`src/rtl/tlbi_pkg.sv`:
```
`timescale 1ns/1ps
package tlbi_pkg;

    // Register byte offsets decoded by software
    localparam int unsigned OFF_CMD  = 'h020;
    localparam int unsigned OFF_LO   = 'h024;
    localparam int unsigned OFF_HI   = 'h028;
    localparam int unsigned OFF_SEL  = 'h038;
    localparam int unsigned OFF_DONE = 'h12C;

    // Command register bit positions
    localparam int unsigned CMD_RANGE_BIT = 0;
    localparam int unsigned CMD_FULL_BIT  = 1;
    localparam int unsigned STAT_BUSY_BIT = 0;

    typedef enum logic [1:0] {
        OP_NONE  = 2'd0,
        OP_FULL  = 2'd1,
        OP_RANGE = 2'd2
    } op_e;

endpackage

```
`src/rtl/tlbi_regs.sv`:
```
`timescale 1ns/1ps
module tlbi_regs
    import tlbi_pkg::*;
#(
    parameter int ADDR_W    = 12,
    parameter int DATA_W    = 32,
    parameter int NUM_UNITS = 2
) (
    input  logic                 clk,
    input  logic                 rst_n,
    input  logic                 bus_wr,
    input  logic [ADDR_W-1:0]    bus_addr,
    input  logic [DATA_W-1:0]    bus_wdata,
    input  logic                 scan_busy,
    input  logic                 scan_done_set,
    output logic [NUM_UNITS-1:0] sel_q,
    output logic [DATA_W-1:0]    lo_q,
    output logic [DATA_W-1:0]    hi_q,
    output logic                 done_q,
    output op_e                  cmd_op
);

    typedef struct packed {
        logic [NUM_UNITS-1:0] sel;
        logic [DATA_W-1:0]    lo;
        logic [DATA_W-1:0]    hi;
        logic                 done;
    } regs_t;

    regs_t r_d, r_q;

    always_comb begin
        r_d    = r_q;
        cmd_op = OP_NONE;
        if (bus_wr) begin
            if (bus_addr == ADDR_W'(OFF_SEL)) begin
                r_d.sel = bus_wdata[NUM_UNITS-1:0];
            end else if (bus_addr == ADDR_W'(OFF_LO)) begin
                r_d.lo = bus_wdata;
            end else if (bus_addr == ADDR_W'(OFF_HI)) begin
                r_d.hi = bus_wdata;
            end else if (bus_addr == ADDR_W'(OFF_DONE)) begin
                if (bus_wdata == '0) begin
                    r_d.done = 1'b0;
                end
            end else if (bus_addr == ADDR_W'(OFF_CMD)) begin
                // full flush has priority and is never blocked by a scan
                if (bus_wdata[CMD_FULL_BIT]) begin
                    cmd_op = OP_FULL;
                end else if (bus_wdata[CMD_RANGE_BIT] && !scan_busy) begin
                    cmd_op   = OP_RANGE;
                    r_d.done = 1'b0;
                end
            end
        end
        // completion of a scan wins over a clearing write in the same cycle
        if (scan_done_set) begin
            r_d.done = 1'b1;
        end
    end

    always_ff @(posedge clk or negedge rst_n) begin
        if (!rst_n) begin
            r_q <= '0;
        end else begin
            r_q <= r_d;
        end
    end

    assign sel_q  = r_q.sel;
    assign lo_q   = r_q.lo;
    assign hi_q   = r_q.hi;
    assign done_q = r_q.done;

endmodule

```
`src/rtl/tlbi_scan.sv`:
```
`timescale 1ns/1ps
module tlbi_scan #(
    parameter int DATA_W     = 32,
    parameter int NUM_UNITS  = 2,
    parameter int ENTRIES    = 16,
    parameter int PAGE_SHIFT = 12,
    localparam int VPN_W     = DATA_W - PAGE_SHIFT,
    localparam int IDX_W     = $clog2(ENTRIES)
) (
    input  logic                            clk,
    input  logic                            rst_n,
    input  logic                            start,
    input  logic [NUM_UNITS-1:0]            sel_in,
    input  logic [DATA_W-1:0]               lo_addr,
    input  logic [DATA_W-1:0]               hi_addr,
    input  logic [NUM_UNITS-1:0][VPN_W-1:0] rd_vpn,
    input  logic [NUM_UNITS-1:0]            rd_vld,
    output logic                            busy,
    output logic [IDX_W-1:0]                idx,
    output logic [NUM_UNITS-1:0]            clr_en,
    output logic                            done_set
);

    localparam logic [IDX_W-1:0] LAST = IDX_W'(ENTRIES - 1);

    typedef struct packed {
        logic                 busy;
        logic [IDX_W-1:0]     idx;
        logic [NUM_UNITS-1:0] sel;
        logic [VPN_W-1:0]     lo;
        logic [VPN_W-1:0]     hi;
    } scan_t;

    scan_t s_d, s_q;

    always_comb begin
        s_d      = s_q;
        clr_en   = '0;
        done_set = 1'b0;
        if (s_q.busy) begin
            for (int u = 0; u < NUM_UNITS; u++) begin
                clr_en[u] = s_q.sel[u] && rd_vld[u]
                         && (rd_vpn[u] >= s_q.lo) && (rd_vpn[u] <= s_q.hi);
            end
            if (s_q.idx == LAST) begin
                s_d.busy = 1'b0;
                s_d.idx  = '0;
                done_set = 1'b1;
            end else begin
                s_d.idx = s_q.idx + 1'b1;
            end
        end else if (start) begin
            // snapshot the operands so later register writes do not disturb the scan
            s_d.busy = 1'b1;
            s_d.idx  = '0;
            s_d.sel  = sel_in;
            s_d.lo   = VPN_W'(lo_addr >> PAGE_SHIFT);
            s_d.hi   = VPN_W'(hi_addr >> PAGE_SHIFT);
        end
    end

    always_ff @(posedge clk or negedge rst_n) begin
        if (!rst_n) begin
            s_q <= '0;
        end else begin
            s_q <= s_d;
        end
    end

    assign busy = s_q.busy;
    assign idx  = s_q.idx;

endmodule

```
`src/rtl/tlbi_tag_bank.sv`:
```
`timescale 1ns/1ps
module tlbi_tag_bank #(
    parameter int ENTRIES = 16,
    parameter int VPN_W   = 20,
    localparam int IDX_W  = $clog2(ENTRIES)
) (
    input  logic               clk,
    input  logic               rst_n,
    input  logic               flush,
    input  logic               clr_en,
    input  logic [IDX_W-1:0]   clr_idx,
    input  logic               fill_en,
    input  logic [IDX_W-1:0]   fill_idx,
    input  logic [VPN_W-1:0]   fill_vpn,
    input  logic [IDX_W-1:0]   rd_idx,
    output logic [VPN_W-1:0]   rd_vpn,
    output logic               rd_vld,
    output logic [ENTRIES-1:0] vld_bits
);

    typedef struct packed {
        logic [ENTRIES-1:0]            vld;
        logic [ENTRIES-1:0][VPN_W-1:0] vpn;
    } bank_t;

    bank_t b_d, b_q;

    always_comb begin
        b_d = b_q;
        if (fill_en) begin
            b_d.vld[fill_idx] = 1'b1;
            b_d.vpn[fill_idx] = fill_vpn;
        end
        // invalidation is applied after the fill so that it wins
        if (clr_en) begin
            b_d.vld[clr_idx] = 1'b0;
        end
        if (flush) begin
            b_d.vld = '0;
        end
    end

    always_ff @(posedge clk or negedge rst_n) begin
        if (!rst_n) begin
            b_q <= '0;
        end else begin
            b_q <= b_d;
        end
    end

    assign rd_vpn   = b_q.vpn[rd_idx];
    assign rd_vld   = b_q.vld[rd_idx];
    assign vld_bits = b_q.vld;

endmodule

```
`src/rtl/tlbi_ctrl.sv`:
```
`timescale 1ns/1ps
module tlbi_ctrl
    import tlbi_pkg::*;
#(
    parameter int ADDR_W     = 12,
    parameter int DATA_W     = 32,
    parameter int NUM_UNITS  = 2,
    parameter int ENTRIES    = 16,
    parameter int PAGE_SHIFT = 12,
    localparam int VPN_W     = DATA_W - PAGE_SHIFT,
    localparam int IDX_W     = $clog2(ENTRIES),
    localparam int UNIT_W    = (NUM_UNITS > 1) ? $clog2(NUM_UNITS) : 1
) (
    input  logic                           clk,
    input  logic                           rst_n,
    input  logic                           bus_wr,
    input  logic [ADDR_W-1:0]              bus_addr,
    input  logic [DATA_W-1:0]              bus_wdata,
    output logic [DATA_W-1:0]              bus_rdata,
    input  logic                           fill_en,
    input  logic [UNIT_W-1:0]              fill_unit,
    input  logic [IDX_W-1:0]               fill_idx,
    input  logic [VPN_W-1:0]               fill_vpn,
    output logic [NUM_UNITS*ENTRIES-1:0]   tlb_valid
);

    logic [NUM_UNITS-1:0]            sel_q;
    logic [DATA_W-1:0]               lo_q;
    logic [DATA_W-1:0]               hi_q;
    logic                            done_q;
    op_e                             cmd_op;
    logic                            scan_busy;
    logic [IDX_W-1:0]                scan_idx;
    logic                            scan_done_set;
    logic [NUM_UNITS-1:0]            clr_en;
    logic [NUM_UNITS-1:0][VPN_W-1:0] rd_vpn;
    logic [NUM_UNITS-1:0]            rd_vld;

    tlbi_regs #(
        .ADDR_W    (ADDR_W),
        .DATA_W    (DATA_W),
        .NUM_UNITS (NUM_UNITS)
    ) i_regs (
        .clk           (clk),
        .rst_n         (rst_n),
        .bus_wr        (bus_wr),
        .bus_addr      (bus_addr),
        .bus_wdata     (bus_wdata),
        .scan_busy     (scan_busy),
        .scan_done_set (scan_done_set),
        .sel_q         (sel_q),
        .lo_q          (lo_q),
        .hi_q          (hi_q),
        .done_q        (done_q),
        .cmd_op        (cmd_op)
    );

    tlbi_scan #(
        .DATA_W     (DATA_W),
        .NUM_UNITS  (NUM_UNITS),
        .ENTRIES    (ENTRIES),
        .PAGE_SHIFT (PAGE_SHIFT)
    ) i_scan (
        .clk      (clk),
        .rst_n    (rst_n),
        .start    (cmd_op == OP_RANGE),
        .sel_in   (sel_q),
        .lo_addr  (lo_q),
        .hi_addr  (hi_q),
        .rd_vpn   (rd_vpn),
        .rd_vld   (rd_vld),
        .busy     (scan_busy),
        .idx      (scan_idx),
        .clr_en   (clr_en),
        .done_set (scan_done_set)
    );

    for (genvar u = 0; u < NUM_UNITS; u++) begin : g_unit
        logic unit_fill;
        logic unit_flush;
        assign unit_fill  = fill_en && (fill_unit == UNIT_W'(u));
        assign unit_flush = (cmd_op == OP_FULL) && sel_q[u];

        tlbi_tag_bank #(
            .ENTRIES (ENTRIES),
            .VPN_W   (VPN_W)
        ) i_bank (
            .clk      (clk),
            .rst_n    (rst_n),
            .flush    (unit_flush),
            .clr_en   (clr_en[u]),
            .clr_idx  (scan_idx),
            .fill_en  (unit_fill),
            .fill_idx (fill_idx),
            .fill_vpn (fill_vpn),
            .rd_idx   (scan_idx),
            .rd_vpn   (rd_vpn[u]),
            .rd_vld   (rd_vld[u]),
            .vld_bits (tlb_valid[u*ENTRIES +: ENTRIES])
        );
    end

    // read data mux; unmapped offsets return zero
    always_comb begin
        bus_rdata = '0;
        if (bus_addr == ADDR_W'(OFF_CMD)) begin
            bus_rdata[STAT_BUSY_BIT] = scan_busy;
        end else if (bus_addr == ADDR_W'(OFF_SEL)) begin
            bus_rdata[NUM_UNITS-1:0] = sel_q;
        end else if (bus_addr == ADDR_W'(OFF_LO)) begin
            bus_rdata = lo_q;
        end else if (bus_addr == ADDR_W'(OFF_HI)) begin
            bus_rdata = hi_q;
        end else if (bus_addr == ADDR_W'(OFF_DONE)) begin
            bus_rdata[0] = done_q;
        end
    end

endmodule

```
`config.mk`:
```
export PLATFORM = sky130hd
export DESIGN_NAME = tlbi_ctrl
export DESIGN_NICKNAME = d
export VERILOG_FILES = /design/src/rtl/tlbi_pkg.sv /design/src/rtl/tlbi_regs.sv /design/src/rtl/tlbi_scan.sv /design/src/rtl/tlbi_tag_bank.sv /design/src/rtl/tlbi_ctrl.sv
export SDC_FILE = /design/constraint.sdc
export NUM_CORES = 1
export LEC_CHECK = 0
export BUFFER_PORTS_ARGS = -buffer_cell sky130_fd_sc_hd__buf_2
export CORE_MARGIN = 2
export CORE_UTILIZATION = 67
export CTS_CLUSTER_SIZE = 20
export DETAILED_ROUTE_END_ITERATION = 12
export PLACE_DENSITY = 0.95
export SYNTH_ARGS = -nofsm -noshare
export SYNTH_HDL_FRONTEND = slang
export SYNTH_HIERARCHICAL = 1
export SYNTH_SLANG_ARGS = --single-unit
export TNS_END_PERCENT = 50
```
`constraint.sdc`:
```
create_clock -name clk -period 12.2 [get_ports clk]
set_clock_uncertainty 0.2 [all_clocks]
set_input_delay 0.61 -clock clk [delete_from_list [all_inputs] [get_ports clk]]
set_output_delay 0.61 -clock clk [all_outputs]
set_load 0.005 [all_outputs]
```
# Word-level counts from Yosys, hierarchy flattened
# Index checks and enable logic that the tools add are counted.
[word_totals] input_bits=73 reg_bits=786 output_inout_bits=64
[op_classes] n_addsub=1 n_bitwise=9 mux=55 order_cmp=8 reduce_logical=24 eq_ne=13
[op_table] cell="336-bit 2-to-1 mux" count=2
[op_table] cell="320-bit bitwise mux" count=2
[op_table] cell="20-bit binary-select mux with 4-bit select" count=2
[op_table] cell="20-bit demux with 4-bit select" count=1
[op_table] cell="16-bit 2-to-1 mux" count=4
[op_table] cell="31-bit 2-to-1 mux" count=2
[op_table] cell="20-bit 2-to-1 mux" count=3
[op_table] cell="12-bit by 6-bit == test with 1-bit output, second input constant" count=4
[op_table] cell="47-bit 2-to-1 mux" count=1
[op_table] cell="20-bit >= comparator" count=2
[op_table] cell="20-bit <= comparator" count=2
[op_table] cell="16-bit bitwise AND" count=2
[op_table] cell="32-bit zero test" count=1
[op_table] cell="32-bit 2-to-1 mux" count=1
[op_table] cell="16-bit OR" count=2
[op_table] cell="30-bit 2-to-1 mux" count=1
[op_table] cell="1-bit 2-to-1 mux" count=20
[op_table] cell="2-bit 2-to-1 mux" count=10
[op_table] cell="16-bit NOT" count=1
[op_table] cell="1-bit logical AND" count=13
[op_table] cell="12-bit by 9-bit == test with 1-bit output, second input constant" count=1
[op_table] cell="4-bit by 5-bit less-than comparator with 1-bit output, second input constant" count=2
[op_table] cell="1-bit binary-select mux with 4-bit select" count=2
[op_table] cell="1-bit demux with 4-bit select" count=2
[op_table] cell="other kinds (17)" count=27

# Logic depth before layout (Yosys ltp)
# Gate-level depths: netlist of run 1.
[depth] word_depth=13 depth_mapped=17

# Hierarchy
# The synthesis of run 1 kept the hierarchy.
[modules_own_cells] module="tlbi_tag_bank (g_unit[1].i_bank)" area_each_um2=15273.4 n_inst=1 cells_each=968
[modules_own_cells] module="tlbi_tag_bank (g_unit[0].i_bank)" area_each_um2=15239.6 n_inst=1 cells_each=972
[modules_own_cells] module="tlbi_scan" area_each_um2=3604.7 n_inst=1 cells_each=402
[modules_own_cells] module="tlbi_regs" area_each_um2=2782.7 n_inst=1 cells_each=174
[modules_own_cells] module="tlbi_ctrl" area_each_um2=885.8 n_inst=1 cells_each=99

# Least setup slack after synthesis of run 1
# OpenSTA, ideal clock, no wires.
[synth_timing] path_type="register to register" startpoint="register i_scan.s_q (netlist bit i_scan/idx[0])" endpoint="register g_unit[1].i_bank.b_q (netlist bit g_unit[1].i_bank/vld_bits[3])" slack_ps=7897 setup_time_ps=119 t_required_ps=11881 stages_incl_launch_ff=17 arrival_ps=3984 cell_sequence="dfrtp_1 buf_4 buf_2 buf_2 mux4_2 a22oi_1 nand2_1 ha_1 nand2_1 or3_4 o221ai_2 a221oi_2 o31a_1 a211oi_2 nor3b_1 a31oi_1 o21a_1"
[synth_lines] item="start: declaration" line="tlbi_scan.sv:34" text="scan_t s_d, s_q;"
[synth_lines] item="start signal: assignment" line="tlbi_scan.sv:64" text="s_q <= '0;"
[synth_lines] item="start signal: assignment" line="tlbi_scan.sv:66" text="s_q <= s_d;"
[synth_lines] item="end signal: assignment" line="tlbi_tag_bank.sv:45" text="b_q <= '0;"
[synth_lines] item="end signal: assignment" line="tlbi_tag_bank.sv:47" text="b_q <= b_d;"
[synth_lines] item="end: declaration" line="tlbi_tag_bank.sv:26" text="bank_t b_d, b_q;"

==> out/summary.json, run 1 <==
{
  "core_um2": 56100,
  "hold_ws_ns": 0.0440,
  "synthesis.instances": 2615,
  "cts_sinks": 786,
  "finalMaxSlewViolations": 0,
  "synth.top_cells.by_count": "sky130_fd_sc_hd__dfrtp_1, sky130_fd_sc_hd__mux2_2, sky130_fd_sc_hd__mux4_2",
  "drive_gt1_frac": 0.475,
  "synth.yosys.seq_area_share": 0.521,
  "clkTransAtPathRegs_ns": 0.06,
  "grt.total_usage": 0.375,
  "regArea_um2": 19700,
  "fmax_mhz": 160,
  "global_route.overflow_total": 0,
  "postSynthNetCount": 2769,
  "multiInputGateArea_um2": 16900,
  "timing_worst_setup_path_type": "flop to flop",
  "grt_setup_unrepaired": "no",
  "ant_nets": 0,
  "clock_tree.buffer_depth": 3,
  "n_antenna_cell": 0,
  "run_status": "complete, no violations",
  "vdd_drop_max_mv": 0.105,
  "post_cts_resize_count": 0,
  "grt_max_degree": 189,
  "critical_path_arrival_ns": 6.56,
  "worst-slew-pin-transition_ns": 1.40,
  "number_of_buffers_inserted_by_hold_repair_at_cts": 1,
  "number_of_maximum_capacitance_constraint_violations": 0,
  "final_period_demand_of_the_worst_path_ns": 6.26,
  "nFillCells": 2890,
  "initial_core_util": 0.674,
  "detail_route.vias_per_cell": 7.21,
  "drt_first_iter_violations": 3207,
  "dieArea_um2": 58300,
  "die_y_um": 241,
  "grt_first_pass_wirelength_um": 162000,
  "ctsRootBufferMaster": "sky130_fd_sc_hd__clkbuf_16",
  "synthToLayoutAreaGrowth_pct": 9.30,
  "edff_count_synth": 0,
  "most_area_consuming_cells_after_synthesis": "sky130_fd_sc_hd__dfrtp_1, sky130_fd_sc_hd__mux2_2, sky130_fd_sc_hd__mux4_2, sky130_fd_sc_hd__ha_1, sky130_fd_sc_hd__a22oi_1",
  "yosys.area.top_type": "sky130_fd_sc_hd__dfrtp_1",
  "mappedNetlistArea_um2": 37800,
  "critical_path.startpoint_type": "flop",
  "grt_pass1_vias": 26609,
  "io_buffers": 136,
  "synth.avg_cell_area_um2": 14.4,
  "tritoncts_clock_tree": "done",
  "synth_seq_cells": 786,
  "most_frequently_used_flop_master_after_synthesis": "sky130_fd_sc_hd__dfrtp_1",
  "report.final.hold_viol_count": 0,
  "power.leakage_nw": 19.1,
  "top_level_ports": 137,
  "end_kind": "flop",
  "critical_path_required_ns": 12.50,
  "fraction_of_post_synthesis_cell_area_in_the_top_cell_type_by_area": 0.521,
  "critPathMaxFanout": 36,
  "setup_tns_ns": 0,
  "ys_async_sr_fraction": 1.00,
  "ys_types": 64,
  "die_w_um": 241,
  "finalSetupViolations": 0,
  "clock_latency_ns": 0.64,
  "max_slew_margin": 0.0601,
  "num_vias": 24952,
  "cts.repair_timing.setup_buffer_count": 0,
  "routabilityCongestion": 0.939,
  "number_of_buffers_created_by_cts": 76,
  "number_of_antenna_violations_at_the_first_check_in_global_routing": 3,
  "totalWireLength_um": 107000,
  "total_power_consumption_of_the_routed_design_w": 0.00690,
  "post_route_cell_area_um2": 41300,
  "detail_route.wl_per_cell_um": 30.8,
  "drc": 0,
  "placement.cell_area_um2": 38700,
  "synth_warnings": 6,
  "dr.pass1.iters": 6,
  "post-dp-hpwl_um": 63400,
  "min_path_type": "primary input to flop",
  "h-tree-depth": 3,
  "leading_cell_type_by_number_of_instances_after_synthesis": "sky130_fd_sc_hd__dfrtp_1",
  "final_nets": 2804,
  "power_density_nw_per_um2": 167,
  "finalCritPeriodShare": 0.513,
  "num_rows": 87
}
-- per-layer routing --
| layer | GRT usage | part of all wire | vias up |
|---|---|---|---|
| li1 | - | - | 9743 |
| met1 | 0.476 | 0.35 | 12898 |
| met2 | 0.580 | 0.48 | 1786 |
| met3 | 0.0897 | 0.11 | 519 |
| met4 | 0.258 | 0.070 | 6 |
| met5 | 0 | 0.00038 | - |
-- cell families (layout without fill, tap and decap cells) --
family / count (synthesis) / after routing / share of synthesized area
compound gates: 286 / 286 / 0.0561
fa+ha+maj: 81 / 81 / 0.0268
buf+inv: 280 / 372 / 0.0382
flops: 786 / 786 / 0.521
mux: 878 / 878 / 0.314
simple gates: 304 / 304 / 0.0446
-- power breakdown --
| part | switching (W) | internal, W |
|---|---|---|
| Sequential | 0.000291 | 0.00304 |
| Clock | 0.00102 | 0.00138 |
| Combinational | 0.000527 | 0.000631 |
| Total | 0.00184 | 0.00506 |
-- critical path: stages, from the launching register on --
cell                       delay [ns]
sky130_fd_sc_hd__dfrtp_4         0.77
sky130_fd_sc_hd__buf_4           0.67
sky130_fd_sc_hd__buf_4           0.74
sky130_fd_sc_hd__mux4_2          0.60
sky130_fd_sc_hd__a22oi_1         0.31
sky130_fd_sc_hd__nand2_1         0.20
sky130_fd_sc_hd__ha_1            0.33
sky130_fd_sc_hd__nand2_1         0.05
sky130_fd_sc_hd__or3_4           0.36
sky130_fd_sc_hd__o221ai_2        0.20
sky130_fd_sc_hd__a221oi_2        0.10
sky130_fd_sc_hd__o31a_1          0.29
sky130_fd_sc_hd__a211oi_2        0.40
sky130_fd_sc_hd__nor3b_1         0.56
sky130_fd_sc_hd__a31oi_1         0.17
sky130_fd_sc_hd__o21a_1          0.15
-- layout make-up --
| class | instances | share of cell area |
|---|---|---|
| clock buffer | 114 | 0.0554 |
| tap | 756 | 0.0229 |
| clock inverter | 21 | 0.00585 |
| timing repair buffer | 183 | 0.0263 |
| inverter | 54 | 0.00491 |
| multi-input combinational | 1549 | 0.408 |
| sequential | 786 | 0.476 |
-- per-stage QoR --
| step | util | instances | setup WS [ns] |
|---|---|---|---|
| global route | 0.737 | 3463 | 5.52 |
| finish | 0.737 | 3463 | 5.94 |
| detailed placement | 0.691 | 3326 | 6.09 |
| floorplan | - | 2615 | 7.90 |
| global placement | 0.691 | 3326 | 6.26 |
| CTS | 0.737 | 3462 | 5.97 |
-- layout by cell type, fill, tap and decap left out, types with 16 or more instances in the layout --
cell type and instances:
sky130_fd_sc_hd__o21ai_0 48, sky130_fd_sc_hd__a21oi_1 50, sky130_fd_sc_hd__nor2_1 20, sky130_fd_sc_hd__o21a_1 26, sky130_fd_sc_hd__mux4_2 168, sky130_fd_sc_hd__buf_2 135
sky130_fd_sc_hd__a22oi_2 30, sky130_fd_sc_hd__clkbuf_1 16, sky130_fd_sc_hd__nand3_1 16, sky130_fd_sc_hd__nand2_1 118, sky130_fd_sc_hd__clkbuf_16 78, sky130_fd_sc_hd__clkbuf_8 20
sky130_fd_sc_hd__a22oi_1 84, sky130_fd_sc_hd__dfrtp_1 784, sky130_fd_sc_hd__buf_4 42, sky130_fd_sc_hd__mux2_4 20, sky130_fd_sc_hd__inv_1 54, sky130_fd_sc_hd__nor2_2 31
sky130_fd_sc_hd__mux2_2 679, sky130_fd_sc_hd__ha_1 81
-- worst paths after layout --
kind                                    start  cells after the start  slack (ns)                            to
max in group asynchronous               rst_n                      4        8.84                     async pin
worst min register to register           flop                      1        0.30                          flop
worst max-delay path            i_scan/idx[0]                     15        5.94  g_unit[1].i_bank/vld_bits[3]
min in group asynchronous               rst_n                      2        0.45                     async pin
worst max register to register  i_scan/idx[0]                     15        5.94  g_unit[1].i_bank/vld_bits[3]
worst min-delay path             bus_wdata[4]                      2        0.04                i_regs/lo_q[4]
Note: power is estimated with default switching activity, not from simulation.
==> run 2: changes to the inputs <==
CORE_UTILIZATION = 62   (was 67)
PLACE_DENSITY = 0.9   (was 0.95)
clock period = 5.91 ns   (was 12.2 ns; I/O delays follow)
==> out/summary.json, run 2 (synthesized netlist as in run 1, its figures left out) <==
{
  "grt_first_pass_wirelength": {"value": 158000, "unit": "µm", "change": "-2.6%"},
  "final_common_cell": "sky130_fd_sc_hd__dfrtp_1",
  "totalWireLength": {"value": 102000, "unit": "µm", "change": "-4.4%"},
  "detailroute.wirelength.met2": {"value": 48600, "unit": "µm", "change": "-4.6%"},
  "finalSetupViolations": {"value": 0, "change": "unchanged"},
  "grt_pass1_vias": {"value": 26742, "change": "+0.50%"},
  "synthToLayoutAreaGrowth_pct": 10.4,
  "clkTransAtPathRegs": {"value": 0.06, "unit": "ns", "change": "about the same"},
  "die_y": {"value": 251, "unit": "µm", "change": "+3.9%"},
  "detail_route.wl_per_cell": {"value": 28.9, "unit": "µm", "change": "-6.3%"},
  "drc": {"value": 0, "change": "unchanged"},
  "ctsRootBufferMaster": "sky130_fd_sc_hd__clkbuf_16",
  "io_buffers": {"value": 136, "change": "unchanged"},
  "critical_path_required": {"value": 6.20, "unit": "ns", "change": "-6.30 ns"},
  "sw_share": {"value": 0.260, "change": "-0.00711"},
  "critical_path_arrival": {"value": 5.56, "unit": "ns", "change": "-1.00 ns"},
  "initial_core_util": {"value": 0.626, "change": "-0.0480"},
  "vdd_drop_max": {"value": 0.232, "unit": "mV", "change": "+120%"},
  "detailroute.wirelength.met3": {"value": 9880, "unit": "µm", "change": "-12%"},
  "drive_gt1_frac": {"value": 0.470, "change": "-0.00512"},
  "clock_latency": {"value": 0.63, "unit": "ns", "change": "about the same"},
  "finalMaxSlewViolations": {"value": 0, "change": "unchanged"},
  "comb_power_share": {"value": 0.168, "change": "about the same"},
  "met1_length": {"value": 36800, "unit": "µm", "change": "-0.52%"},
  "num_vias": {"value": 24562, "change": "-1.6%"},
  "routabilityCongestion": {"value": 0.925, "change": "-1.5%"},
  "timing_worst_setup_path_type": "flop to flop",
  "route.top_layer_used": "met5",
  "dr.pass1.iters": {"value": 8, "change": "+2"},
  "run_status": "complete, no violations",
  "top_level_ports": {"value": 137, "change": "unchanged"},
  "max_slew_margin": {"value": 0.129, "change": "+0.0687"},
  "h-tree-depth": {"value": 3, "change": "unchanged"},
  "power.leakage": {"value": 19.2, "unit": "nW", "change": "+0.82%"},
  "global_route.overflow_total": {"value": 0, "change": "unchanged"},
  "grt_max_degree": {"value": 183, "change": "-3.2%"},
  "min_path_type": "primary input to flop",
  "number_of_maximum_capacitance_constraint_violations": {"value": 0, "change": "unchanged"},
  "grt_setup_unrepaired": "no",
  "finalCritPeriodShare": {"value": 0.892, "change": "+0.379"},
  "critPathMaxFanout": {"value": 31, "change": "-14%"},
  "ant_nets": {"value": 0, "change": "unchanged"},
  "drt_first_iter_violations": {"value": 2801, "change": "-13%"},
  "layout.cells.most_common_list": "sky130_fd_sc_hd__dfrtp_1, sky130_fd_sc_hd__mux2_2, sky130_fd_sc_hd__mux4_2, sky130_fd_sc_hd__buf_2, sky130_fd_sc_hd__nand2_1",
  "netSwitchingPower": {"value": 0.00364, "unit": "W", "change": "+97%"},
  "final_nets": {"value": 2844, "change": "+1.4%"},
  "fmax": {"value": 190, "unit": "MHz", "change": "+19%"},
  "report.final.hold_viol_count": {"value": 0, "change": "unchanged"},
  "grt.total_usage": {"value": 0.330, "change": "-0.0454"},
  "dieArea": {"value": 62900, "unit": "µm²", "change": "+7.9%"},
  "p_seq_frac": {"value": 0.488, "change": "+0.005"},
  "cts_sinks": {"value": 786, "change": "unchanged"},
  "post-dp-hpwl": {"value": 61300, "unit": "µm", "change": "-3.4%"},
  "final_period_demand_of_the_worst_path": {"value": 5.27, "unit": "ns", "change": "-0.991 ns"},
  "cts.repair_timing.setup_buffer_count": {"value": 0, "change": "unchanged"},
  "detail_route.vias_per_cell": {"value": 6.95, "change": "-3.5%"},
  "layout.cells.non_filler": {"value": 3533, "change": "+2.0%"},
  "core": {"value": 60400, "unit": "µm²", "change": "+7.7%"},
  "post_cts_resize_count": {"value": 0, "change": "unchanged"},
  "die_w": {"value": 251, "unit": "µm", "change": "+3.9%"},
  "cellInternalPower": {"value": 0.0104, "unit": "W", "change": "+100%"},
  "power_density": {"value": 336, "unit": "nW/µm²", "change": "+100%"},
  "placed_cells": {"value": 3359, "change": "+0.99%"},
  "tritoncts_clock_tree": "done",
  "number_of_buffers_created_by_cts": {"value": 77, "change": "+1.3%"},
  "num_rows": {"value": 90, "change": "+3.4%"},
  "worst-slew-pin-transition": {"value": 1.30, "unit": "ns", "change": "-0.102 ns"},
  "number_of_antenna_violations_at_the_first_check_in_global_routing": {"value": 5, "change": "+2"},
  "clock_tree.buffer_depth": {"value": 3, "change": "unchanged"},
  "setup_tns": {"value": 0, "unit": "ns", "change": "unchanged"},
  "power_frac_clock": {"value": 0.344, "change": "-0.005"},
  "critical_path.startpoint_type": "flop",
  "end_kind": "flop"
}
run 2: changes by cell type in the layout (fill, tap and decap cells not counted), moves of 2 or more:
cell,change
sky130_fd_sc_hd__clkinv_2,+2
sky130_fd_sc_hd__diode_2,+6
sky130_fd_sc_hd__buf_12,+6
sky130_fd_sc_hd__clkinvlp_4,+3
sky130_fd_sc_hd__bufinv_16,-3
sky130_fd_sc_hd__inv_6,-4
sky130_fd_sc_hd__dlygate4sd3_1,+33
run 2: timing repair:
action	4_1_cts	5_1_grt
hold buffers	34	0
endpoints found under the setup margin	0	0
endpoints found under the hold margin	164	0
run 2: worst paths after layout:
path	end	slack, ns	cells past startpoint	from
hold reg to reg	flop	0.29	1	flop
min in group asynchronous	async pin	0.14	2	rst_n
setup reg to reg	g_unit[0].i_bank/vld_bits[15]	0.64	15	i_scan/idx[0]
hold / removal	i_regs/sel_q[0]	0.03	3	bus_addr[4]
max in group asynchronous	async pin	3.84	3	rst_n
setup / recovery	g_unit[0].i_bank/vld_bits[15]	0.64	15	i_scan/idx[0]
run 2: layout make-up:
| class | instances | area (µm²) |
|---|---|---|
| Sequential cell | 786 | 19700 |
| Fill cell | 3487 | 18600 |
| Inverter | 54 | 203 |
| Clock inverter | 17 | 124 |
| Clock buffer | 117 | 2330 |
| Tap cell | 782 | 978 |
| Multi-Input combinational cell | 1549 | 16900 |
| Antenna cell | 6 | 15.0 |
| Timing Repair Buffer | 222 | 1530 |
run 2: critical path, cell delays in order (launching register included):
cell,delay (ns)
sky130_fd_sc_hd__dfrtp_4,0.87
sky130_fd_sc_hd__buf_12,0.34
sky130_fd_sc_hd__buf_12,0.25
sky130_fd_sc_hd__mux4_2,0.55
sky130_fd_sc_hd__a22oi_1,0.18
sky130_fd_sc_hd__nand2_1,0.14
sky130_fd_sc_hd__ha_1,0.31
sky130_fd_sc_hd__nor2_1,0.04
sky130_fd_sc_hd__or3_4,0.38
sky130_fd_sc_hd__o221ai_2,0.25
sky130_fd_sc_hd__a221oi_2,0.12
sky130_fd_sc_hd__o31a_1,0.31
sky130_fd_sc_hd__a211oi_2,0.55
sky130_fd_sc_hd__and3_1,0.32
sky130_fd_sc_hd__a31oi_1,0.11
sky130_fd_sc_hd__o21a_1,0.16
run 2: routing by layer:
metal,global-route usage,vias to the layer above
li1,-,9826
met1,0.413,12732
met2,0.520,1503
met3,0.0829,495
met4,0.209,6
met5,0,-
run 2: through the flow:
step | hold WS (ns) | instance area [µm²] | setup slack [ns] | utilization | power [W]
2_1_floorplan | -0.200 | 37800 | 1.61 | - | 0.00838
3_3_place_gp | 0.194 | 38900 | 1.02 | 0.645 | 0.00888
3_5_place_dp | 0.215 | 38900 | 0.902 | 0.645 | 0.00914
4_1_cts | 0.00546 | 41700 | 0.817 | 0.691 | 0.0140
5_1_grt | 0.0376 | 41700 | 0.484 | 0.691 | 0.0145
6_report | 0.0335 | 41700 | 0.637 | 0.691 | 0.0140
run 2: power by group through the flow:
stage | clock network (W) | registers (W) | logic (W)
2_1_floorplan | 0 | 0.00665 | 0.00173
6_report | 0.00481 | 0.00683 | 0.00235
5_1_grt | 0.00507 | 0.00692 | 0.00250
3_3_place_gp | 0 | 0.00677 | 0.00212
4_1_cts | 0.00485 | 0.00682 | 0.00233
3_5_place_dp | 0 | 0.00688 | 0.00226
